**src/rtl/stream_pfb_pkg.sv**
```systemverilog
// Shared types for the stream prefetch buffer.
// Assumes: nothing beyond IEEE 1800-2017.
package stream_pfb_pkg;

    // Outcome of one lookup probe against the queue head.
    typedef enum logic [2:0] {
        PROBE_IDLE,     // no lookup this cycle
        PROBE_HIT,      // head matches, data present: consume it
        PROBE_STALL,    // head matches, data still in flight
        PROBE_RESTART,  // cache and head both missed: new stream
        PROBE_PASS      // cache hit, head miss: nothing to do
    } probe_e;

endpackage

```
**src/rtl/stream_pfb_slots.sv**
```systemverilog
// Entry storage of the prefetch queue: per slot a line tag, a valid bit,
// a data-present bit and the line data. Exposes one read port (the head).
// Assumes the controller never allocates into a valid slot, never pops a
// slot that lacks data, and never fills a slot that is not waiting.
module stream_pfb_slots #(
    parameter int ADDR_W = 16,
    parameter int DATA_W = 32,
    parameter int DEPTH  = 4,
    parameter int PTR_W  = (DEPTH > 1) ? $clog2(DEPTH) : 1
) (
    input  logic              clk,
    input  logic              rst_n,
    input  logic              clr,
    input  logic              alloc_en,
    input  logic [PTR_W-1:0]  alloc_idx,
    input  logic [ADDR_W-1:0] alloc_tag,
    input  logic              fill_en,
    input  logic [PTR_W-1:0]  fill_idx,
    input  logic [DATA_W-1:0] fill_data,
    input  logic              pop_en,
    input  logic [PTR_W-1:0]  pop_idx,
    input  logic [PTR_W-1:0]  rd_idx,
    output logic              rd_valid,
    output logic              rd_ready,
    output logic [ADDR_W-1:0] rd_tag,
    output logic [DATA_W-1:0] rd_data
);

    logic              vld [DEPTH];
    logic              arr [DEPTH];
    logic [ADDR_W-1:0] tag [DEPTH];
    logic [DATA_W-1:0] dat [DEPTH];

    for (genvar g = 0; g < DEPTH; g++) begin : g_slot
        // Per-slot state: clear, allocate, pop and fill.
        always_ff @(posedge clk) begin
            if (!rst_n) begin
                vld[g] <= 1'b0;
                arr[g] <= 1'b0;
                tag[g] <= '0;
                dat[g] <= '0;
            end else if (clr) begin
                vld[g] <= 1'b0;
                arr[g] <= 1'b0;
            end else begin
                if (alloc_en && alloc_idx == PTR_W'(g)) begin
                    vld[g] <= 1'b1;
                    arr[g] <= 1'b0;
                    tag[g] <= alloc_tag;
                end else if (pop_en && pop_idx == PTR_W'(g)) begin
                    vld[g] <= 1'b0;
                    arr[g] <= 1'b0;
                end
                if (fill_en && fill_idx == PTR_W'(g)) begin
                    arr[g] <= 1'b1;
                    dat[g] <= fill_data;
                end
            end
        end
    end

    // Head read port.
    always_comb begin
        rd_valid = vld[rd_idx];
        rd_ready = arr[rd_idx];
        rd_tag   = tag[rd_idx];
        rd_data  = dat[rd_idx];
    end

endmodule

```
**src/rtl/stream_pfb_fetch.sv**
```systemverilog
// Request generator: holds the next sequential line to fetch, counts fills
// in flight and how many of them belong to an abandoned stream.
// Assumes the lower level answers every accepted request once, in order.
module stream_pfb_fetch #(
    parameter int ADDR_W = 16,
    parameter int DEPTH  = 4,
    parameter int CNT_W  = $clog2(DEPTH + 1)
) (
    input  logic              clk,
    input  logic              rst_n,
    input  logic              restart,
    input  logic [ADDR_W-1:0] restart_line,
    input  logic              room,
    input  logic              req_ready,
    input  logic              rsp_valid,
    output logic              req_valid,
    output logic [ADDR_W-1:0] req_line,
    output logic              accept,
    output logic              rsp_live
);

    logic              active_q;
    logic [ADDR_W-1:0] next_q;
    logic [CNT_W-1:0]  inflight_q;
    logic [CNT_W-1:0]  drop_q;

    // Request when a stream runs, a slot is free and the fill budget allows.
    always_comb begin
        req_valid = active_q && room && (inflight_q < CNT_W'(DEPTH)) && !restart;
        req_line  = next_q;
        accept    = req_valid && req_ready;
        rsp_live  = rsp_valid && (drop_q == '0) && !restart;
    end

    // Stream position, fills in flight and stale fills still to discard.
    always_ff @(posedge clk) begin
        if (!rst_n) begin
            active_q   <= 1'b0;
            next_q     <= '0;
            inflight_q <= '0;
            drop_q     <= '0;
        end else if (restart) begin
            active_q   <= 1'b1;
            next_q     <= restart_line + 1'b1;
            inflight_q <= inflight_q - CNT_W'(rsp_valid);
            drop_q     <= inflight_q - CNT_W'(rsp_valid);
        end else begin
            if (accept) begin
                next_q <= next_q + 1'b1;
            end
            inflight_q <= inflight_q + CNT_W'(accept) - CNT_W'(rsp_valid);
            if (rsp_valid && drop_q != '0) begin
                drop_q <= drop_q - 1'b1;
            end
        end
    end

endmodule

```
**src/rtl/stream_pfb.sv**
```systemverilog
// Sequential stream prefetch buffer beside a first-level cache.
// Probed in parallel with the cache; only the head entry can hit. A miss in
// both restarts the stream at the missing line plus one. Each pop frees a
// slot that the fetch unit refills with the next sequential line.
// Assumes in-order fill responses and that a stalled lookup is repeated.
module stream_pfb
    import stream_pfb_pkg::*;
#(
    parameter int ADDR_W = 16,
    parameter int DATA_W = 32,
    parameter int DEPTH  = 4
) (
    input  logic              clk,
    input  logic              rst_n,
    input  logic              lk_valid,
    input  logic [ADDR_W-1:0] lk_line,
    input  logic              lk_l1_miss,
    output logic              lk_hit,
    output logic              lk_stall,
    output logic [DATA_W-1:0] lk_data,
    output logic              req_valid,
    input  logic              req_ready,
    output logic [ADDR_W-1:0] req_line,
    input  logic              rsp_valid,
    input  logic [DATA_W-1:0] rsp_data
);

    localparam int PTR_W = (DEPTH > 1) ? $clog2(DEPTH) : 1;
    localparam int CNT_W = $clog2(DEPTH + 1);

    logic [PTR_W-1:0]  head_q, tail_q, fill_q;
    logic [CNT_W-1:0]  count_q;
    logic              h_valid, h_ready;
    logic [ADDR_W-1:0] h_tag;
    logic [DATA_W-1:0] h_data;
    logic              head_match, restart, accept, rsp_live, room;
    probe_e            probe;

    function automatic logic [PTR_W-1:0] bump(input logic [PTR_W-1:0] p);
        return (p == PTR_W'(DEPTH - 1)) ? '0 : p + 1'b1;
    endfunction

    // Classify the current lookup against the head entry.
    always_comb begin
        head_match = lk_valid && h_valid && (h_tag == lk_line);
        probe      = PROBE_IDLE;
        if (lk_valid) begin
            if (head_match) begin
                probe = h_ready ? PROBE_HIT : PROBE_STALL;
            end else begin
                probe = lk_l1_miss ? PROBE_RESTART : PROBE_PASS;
            end
        end
    end

    // Lookup results and queue-level conditions.
    always_comb begin
        lk_hit   = (probe == PROBE_HIT);
        lk_stall = (probe == PROBE_STALL);
        lk_data  = h_data;
        restart  = (probe == PROBE_RESTART);
        room     = (count_q < CNT_W'(DEPTH));
    end

    // Ring pointers and occupancy.
    always_ff @(posedge clk) begin
        if (!rst_n || restart) begin
            head_q  <= '0;
            tail_q  <= '0;
            fill_q  <= '0;
            count_q <= '0;
        end else begin
            if (lk_hit)   head_q <= bump(head_q);
            if (accept)   tail_q <= bump(tail_q);
            if (rsp_live) fill_q <= bump(fill_q);
            count_q <= count_q + CNT_W'(accept) - CNT_W'(lk_hit);
        end
    end

    stream_pfb_slots #(
        .ADDR_W(ADDR_W), .DATA_W(DATA_W), .DEPTH(DEPTH), .PTR_W(PTR_W)
    ) u_slots (
        .clk       (clk),
        .rst_n     (rst_n),
        .clr       (restart),
        .alloc_en  (accept),
        .alloc_idx (tail_q),
        .alloc_tag (req_line),
        .fill_en   (rsp_live),
        .fill_idx  (fill_q),
        .fill_data (rsp_data),
        .pop_en    (lk_hit),
        .pop_idx   (head_q),
        .rd_idx    (head_q),
        .rd_valid  (h_valid),
        .rd_ready  (h_ready),
        .rd_tag    (h_tag),
        .rd_data   (h_data)
    );

    stream_pfb_fetch #(
        .ADDR_W(ADDR_W), .DEPTH(DEPTH), .CNT_W(CNT_W)
    ) u_fetch (
        .clk          (clk),
        .rst_n        (rst_n),
        .restart      (restart),
        .restart_line (lk_line),
        .room         (room),
        .req_ready    (req_ready),
        .rsp_valid    (rsp_valid),
        .req_valid    (req_valid),
        .req_line     (req_line),
        .accept       (accept),
        .rsp_live     (rsp_live)
    );

endmodule

```
**config.mk**
```make
export PLATFORM = sky130hd
export DESIGN_NAME = stream_pfb
export DESIGN_NICKNAME = d
export VERILOG_FILES = /design/src/rtl/stream_pfb_pkg.sv /design/src/rtl/stream_pfb_slots.sv /design/src/rtl/stream_pfb_fetch.sv /design/src/rtl/stream_pfb.sv
export SDC_FILE = /design/constraint.sdc
export NUM_CORES = 1
export LEC_CHECK = 0
export CAP_MARGIN = 5
export CORE_MARGIN = 8
export CORE_UTILIZATION = 60
export CTS_CLUSTER_SIZE = 16
export DETAILED_ROUTE_END_ITERATION = 8
export PLACE_DENSITY_LB_ADDON = 0.2
export SYNTH_ARGS = -nofsm -noshare
export SYNTH_HDL_FRONTEND = slang
export SYNTH_SLANG_ARGS = --single-unit
```
**constraint.sdc**
```tcl
create_clock -name clk -period 8.6 [get_ports clk]
set_input_delay 0.86 -clock clk [delete_from_list [all_inputs] [get_ports clk]]
set_output_delay 0.86 -clock clk [all_outputs]
set_load 0.05 [all_outputs]
```
==> flow_summary_export.csv, run 1 <==
group,metric,value,unit
routing,vias,6740,
final_layout,stdcell_area,13100,um^2
setup_path,crit_fanout,65,
setup_path,crit_top_cell,"buf_4",
setup_path,start_kind,"register",
run_status,status,"finished, final reports clean",
timing,relSlewSlack,16.9,%
synthesis,synth_area,11200,um^2
timing,worst_pin_slew,1250,ps
power,power_leakage,4.77,nW
final_layout,antenna_cells,0,
power,power.density,209,nW/um^2
placement,post-place-cells,1105,
setup_path,path_cells,"buf_4, mux2i_1, a22o_1, nor4_1, a22oi_1, nor4_2, or2_2, buf_4, and3_1, clkdlybuf4s50_1",
setup_path,rr_endpoint,"u_slots.dat[2][29]$_SDFFCE_PN0P_",
routing,wire_per_inst,21.2,um
synthesis,ys.flop_type,"edfxtp_1",
synthesis,synthCells,816,
setup_path,regToRegSetupSlack,3450,ps
synthesis,synth_top_family_by_area,"simple AND/OR/NAND/NOR gates",
setup_path,arrival,4890,ps
global_route,antenna_found_initial,0,
floorplanning,ios,105,
setup_path,critPathCapture,"req_valid",
synthesis,synth_compound_area_share,3.67,%
synthesis,synth_nets,893,
floorplanning,die_w,153,um
synthesis,yosysTopAreaCellShare,52.9,%
floorplanning,start_util,60.7,%
final_layout,seqCellArea,6670,um^2
routing,viasPerCell,5.86,
setup_path,cp_slowest_cell,"clkdlybuf4s50_1",
floorplanning,die_h,153,um
clock_network,cts.sinks,234,
setup_path,critPathTopFamily,"buffers and inverters",
synthesis,synthMuxAreaShare,10.5,%
clock_network,cts.path.max_buffers,3,
timing,fmax,174,MHz
setup_path,path_buf_inv,3,
clock_network,cts_buffers,25,
clock_network,cts_resized,0,
timing,fin_crit,5750,ps
synthesis,synthXorXnorAreaFrac,4.13,%
clock_network,cts_tree,"yes",
final_layout,fin_nets,975,
floorplanning,dieArea,23400,um^2
timing,rsz0062_at_grt,"false",
routing,drcViolationCount,0,
timing,setup_viol,0,
clock_network,post_cts_buffers,0,
timing,fin_setup_tns,0,ps
placement,hpwl,15600,um
synthesis,synth-simple-area-share,15.6,%
placement,portBuffers,104,
synthesis,ys_seq_area_share,59.3,%
global_route,grtUsageTotal,20.8,%
clock_network,clock_latency,510,ps
job,maxCapViolCount,0,
final_layout,drive_gt1_share,10.9,%
setup_path,cp_slowest_stage_delay,800,ps
timing,whs,471,ps
clock_network,cts_max_level,1,
placement,dpl_cell_area,12300,um^2
global_route,grt_max_degree,66,
clock_network,clkTransAtPathRegs,60,ps
clock_network,cts_root_buf,"clkbuf_16",
global_route,grt_pass1_vias,7157,
timing,finalHoldViolations,0,
setup_path,end_kind,"output pin",
synthesis,netlist.top_cell.by_area,"edfxtp_1",
routing,routed_wl,24400,um
synthesis,synth_edf_count,198,
routing,drtAntennaViolNets,0,
setup_path,critical_path_class,"reg -> out",
final_layout,mostFrequentLayoutCells,"198 x edfxtp_1, 197 x and2_1, 104 x clkdlybuf4s50_1, 42 x mux4_2, 35 x xnor2_1",
routing,first_iter_violations,482,
floorplanning,core-area,18500,um^2
synthesis,ys.warnings.count,0,
timing,fin_skew,10.2,ps
setup_path,worst-path-stages,10,
placement,pre_cts_ws,3380,ps
global_route,grt_pass1_wl,38700,um
setup_path,cp.required,7740,ps
clock_network,holdBufCountCts,0,
floorplanning,rows,50,
timing,fin_ws,2850,ps
timing,drv_slew,0,
power,ir_drop,132,uV
placement,finalWeightedCongestion,0.868,
global_route,globalRoute.totalOverflow,0,
setup_path,reg2reg_depth,10,
min_path,min_path_type,"reg -> reg",
synthesis,synth_adder_area_share,2.69,%
final_layout,multiInputGateArea,4180,um^2
timing,finalCritPeriodShare,66.9,%
synthesis,async_flop_share,0,%
final_layout,stdcell_count,1150,
final_layout,area_delta_synth_final,16.8,%
final_layout,nFillCells,1228,
routing,dr.pass1.iters,5,
synthesis,ys_seq_elements,234,
synthesis,ys_top_cells_by_area,"edfxtp_1 53%, and2_1 11%, mux4_2 8.4%, dfxtp_1 6.4%, xnor2_1 2.7%",
final_layout,layout_commonest_cell,"edfxtp_1",
synthesis,synth.avg_cell_area,13.8,um^2
synthesis,synth_cell_types,46,
how the worst min path moves through the flow:
stage | endpoint | cells past startpoint | start
floorplan | u_fetch.active_q$_SDFFE_PN0P_ | 2 | u_fetch.active_q$_SDFFE_PN0P_
global placement | u_fetch.active_q$_SDFFE_PN0P_ | 2 | u_fetch.active_q$_SDFFE_PN0P_
detailed placement | u_fetch.active_q$_SDFFE_PN0P_ | 2 | u_fetch.active_q$_SDFFE_PN0P_
CTS | u_fetch.active_q$_SDFFE_PN0P_ | 2 | u_fetch.active_q$_SDFFE_PN0P_
global route | u_fetch.active_q$_SDFFE_PN0P_ | 2 | u_fetch.active_q$_SDFFE_PN0P_
finish | u_fetch.active_q$_SDFFE_PN0P_ | 2 | u_fetch.active_q$_SDFFE_PN0P_
tightest hold or removal path, cell delays in order, from the launching register on:
cell     delay [ps]
dfxtp_1         320
inv_1            50
a21oi_1          50
registers in the layout (all words and copies together) (netlist names), 3 cells and up, named ones only:
| register | cells |
|---|---|
| count_q | 3 |
| u_fetch.inflight_q | 3 |
| u_slots.arr | 4 |
| u_slots.vld | 4 |
| u_fetch.req_line | 16 |
| u_slots.tag | 64 |
| u_fetch.drop_q | 3 |
| u_slots.dat | 128 |
cells by family (layout without fill, tap and decap cells):
logic type,after synthesis,count (layout)
buffers and inverters,83,183
adders and majority gates,23,23
DFF,234,234
muxes,65,65
xor gates and xnor gates,53,53
AOI/OAI and AO/OA,61,61
and+or+nand+nor,297,297
metrics by stage:
step / util (%) / power [mW]
after floorplan: - / 1.57
after global placement: 66.5 / 1.69
after detailed placement: 66.5 / 1.71
after CTS: 70.9 / 2.75
after global routing: 70.9 / 2.82
final: 70.9 / 2.74
metal layers:
| layer | global-route usage [%] | vias up | wire (um) |
|---|---|---|---|
| met5 | 0 | - | 0 |
| met4 | 6.46 | 0 | 471 |
| met3 | 3.35 | 40 | 1410 |
| met2 | 37.4 | 237 | 12500 |
| met1 | 25.3 | 3375 | 10000 |
| li1 | - | 3088 | - |
cells in the mapped netlist, drive strengths merged, types with 3 or more instances:
cell type / n
nand2: 22
nand3: 15
mux2: 3
a21oi: 14
a21o: 6
inv: 29
a211o: 3
and4: 9
and2: 197
a211oi: 15
and3: 11
o22ai: 3
nor2: 24
dfxtp: 36
ha: 21
mux4: 42
a2111o: 3
edfxtp: 198
mux2i: 20
nand4: 10
xor2: 18
o21ai: 11
xnor2: 35
clkbuf: 18
buf: 34
layout make-up:
| cell class | count | share of cell area, % |
|---|---|---|
| flip-flops and latches | 234 | 50.8 |
| multi-input cells | 499 | 31.8 |
| repair buffers | 107 | 8.10 |
| clock buffers | 28 | 4.93 |
| well taps | 234 | 2.23 |
| clock inverters | 17 | 1.22 |
| inverters | 31 | 0.886 |
power breakdown:
| part | leakage (nW) | switching, mW | internal, mW |
|---|---|---|---|
| Clock | 0.400 | 0.430 | 0.629 |
| Sequential | 2.35 | 0.0311 | 1.30 |
| Combinational | 2.02 | 0.217 | 0.133 |
No activity file was read; power rests on OpenSTA's default activity.
==> run 2: changes to the inputs <==
- CORE_UTILIZATION: 60 -> 58
- clock period: 8.6 -> 5.75 ns (I/O delays scaled with it)
==> run 2 against run 1 <==
Compared with the run above:
- total power up 46%
- largest cell class unchanged
- non-clock buffer count grew 12
- sequential power grew 50%
- die area increased by 3.1%
- critical path depth is 3 lower
- global-route usage fell by 0.13 points
- count of clock-buffer cells in the layout increased by 13
- clock power is 41% higher
- sequential share of layout area decreased by 0.28 points
==> flow_summary_export.csv, run 2 (same netlist as run 1, synthesis figures left out) <==
group,metric,value,unit
run_status,status,"finished, final reports clean",
global_route,antenna_found_initial,0,
setup_path,regToRegSetupSlack,1030,ps
floorplanning,die_h,155,um
timing,rsz0062_at_grt,"false",
final_layout,fin_nets,986,
final_layout,drive_gt1_share,11.2,%
job,maxCapViolCount,0,
timing,finalCritPeriodShare,87.7,%
timing,relSlewSlack,36.9,%
timing,whs,470,ps
power,comb_power_share,13.2,%
global_route,grtUsageTotal,20.7,%
placement,post-place-cells,1148,
setup_path,crit_fanout,49,
timing,fin_setup_tns,0,ps
setup_path,cp.required,5180,ps
routing,viasPerCell,5.75,
clock_network,clock_latency,510,ps
setup_path,reg2reg_depth,14,
final_layout,stdcell_count,1192,
min_path,min_path_type,"reg -> reg",
clock_network,cts_buffers,24,
clock_network,cts_root_buf,"clkbuf_16",
routing,dr.pass1.iters,4,
timing,setup_viol,0,
floorplanning,start_util,58.3,%
setup_path,critPathCapture,"req_valid",
global_route,grt_max_degree,50,
floorplanning,die_w,155,um
setup_path,critical_path_class,"reg -> out",
power,p_seq_share,49.6,%
global_route,grt_pass1_vias,7127,
final_layout,antenna_cells,0,
floorplanning,dieArea,24100,um^2
placement,finalWeightedCongestion,0.860,
clock_network,clkTransAtPathRegs,60,ps
timing,finalHoldViolations,0,
clock_network,cts_tree,"yes",
floorplanning,core-area,19300,um^2
placement,hpwl,16000,um
setup_path,start_kind,"register",
routing,wire_per_inst,20.8,um
final_layout,mostFrequentLayoutCells,"198 x edfxtp_1, 197 x and2_1, 104 x clkdlybuf4s50_1, 42 x mux4_2, 35 x xnor2_1",
clock_network,cts_max_level,1,
floorplanning,rows,51,
power,power.density,304,nW/um^2
timing,fin_skew,9.32,ps
timing,worst_pin_slew,946,ps
routing,routed_wl,24700,um
timing,fin_ws,706,ps
power,clock_power_share,37.2,%
timing,fin_crit,5040,ps
clock_network,cts.sinks,234,
global_route,grt_pass1_wl,39100,um
floorplanning,ios,105,
clock_network,cts.path.max_buffers,3,
setup_path,arrival,4470,ps
timing,fmax,198,MHz
power,power_leakage,4.80,nW
global_route,globalRoute.totalOverflow,0,
clock_network,post_cts_buffers,0,
timing,drv_slew,0,
setup_path,rr_endpoint,"u_fetch.req_line[8]$_SDFFE_PN0P_",
clock_network,cts_resized,0,
power,p_int,3.02,mW
routing,drcViolationCount,0,
final_layout,largest_register,"u_slots.dat",
setup_path,end_kind,"output pin",
final_layout,largest_reg_flops,128,
clock_network,holdBufCountCts,0,
final_layout,layout_commonest_cell,"edfxtp_1",
power,p_sw,0.986,mW
placement,pre_cts_ws,983,ps
final_layout,area_delta_synth_final,17.4,%
power,ir_drop,198,uV
routing,drtAntennaViolNets,0,
placement,portBuffers,104,
routing,vias,6856,
final_layout,final_util,68.5,%
power,switching_share,24.6,%
routing,first_iter_violations,565,
-- run 2: changes by cell type in the layout (fill, tap and decap cells not counted), sizes merged --
cell      before  now
bufinv         3    0
clkbuf        28   41
clkinvlp       1    0
buf            3   15
clkinv        14    5
inv           30   29
-- run 2: per-stage QoR --
| stage | instance area [um^2] | power (mW) |
|---|---|---|
| 2_1_floorplan | 11200 | 2.35 |
| 3_3_place_gp | 12400 | 2.54 |
| 3_5_place_dp | 12400 | 2.55 |
| 4_1_cts | 13200 | 4.03 |
| 5_1_grt | 13200 | 4.14 |
| 6_report | 13200 | 4.01 |
-- run 2: how the worst min path moves through the flow --
| stage | start | to | slack (ps) | cells after the start |
|---|---|---|---|---|
| floorplan | u_fetch.active_q$_SDFFE_PN0P_ | u_fetch.active_q$_SDFFE_PN0P_ | 430 | 2 |
| global placement | u_fetch.active_q$_SDFFE_PN0P_ | u_fetch.active_q$_SDFFE_PN0P_ | 440 | 2 |
| detailed placement | u_fetch.active_q$_SDFFE_PN0P_ | u_fetch.active_q$_SDFFE_PN0P_ | 460 | 2 |
| CTS | u_fetch.active_q$_SDFFE_PN0P_ | u_fetch.active_q$_SDFFE_PN0P_ | 470 | 2 |
| global route | u_fetch.active_q$_SDFFE_PN0P_ | u_fetch.active_q$_SDFFE_PN0P_ | 490 | 2 |
| finish | u_fetch.active_q$_SDFFE_PN0P_ | u_fetch.active_q$_SDFFE_PN0P_ | 470 | 2 |
-- run 2: power groups by stage --
stage | Combinational [mW] | Clock [mW] | Sequential (mW)
after floorplan | 0.318 | 0 | 2.04
after global placement | 0.519 | 0 | 2.02
after detailed placement | 0.529 | 0 | 2.02
after CTS | 0.532 | 1.51 | 1.99
after global routing | 0.564 | 1.57 | 2.00
final | 0.528 | 1.49 | 1.99
-- run 2: final cells by class --
type                    instances  area (um^2)
fillers                      1354         6070
clock inverters                 3         17.5
multi-input cells             499         4160
well taps                     265          332
clock buffers                  41          746
repair buffers                119         1150
flip-flops and latches        234         6670
inverters                      31          116
-- run 2: routing by layer --
layer	wire, um	GRT usage (%)
met4	514	6.24
met5	0	0
met3	1570	3.41
met2	12400	35.6
met1	10200	26.5
-- run 2: critical path: stages (launching register included) --
cell             delay, ps
dfxtp_4                960
mux4_2                 630
xnor2_1                160
nand4_1                120
nor4_2                 480
or2_2                  550
and3_1                 240
clkdlybuf4s50_1        800
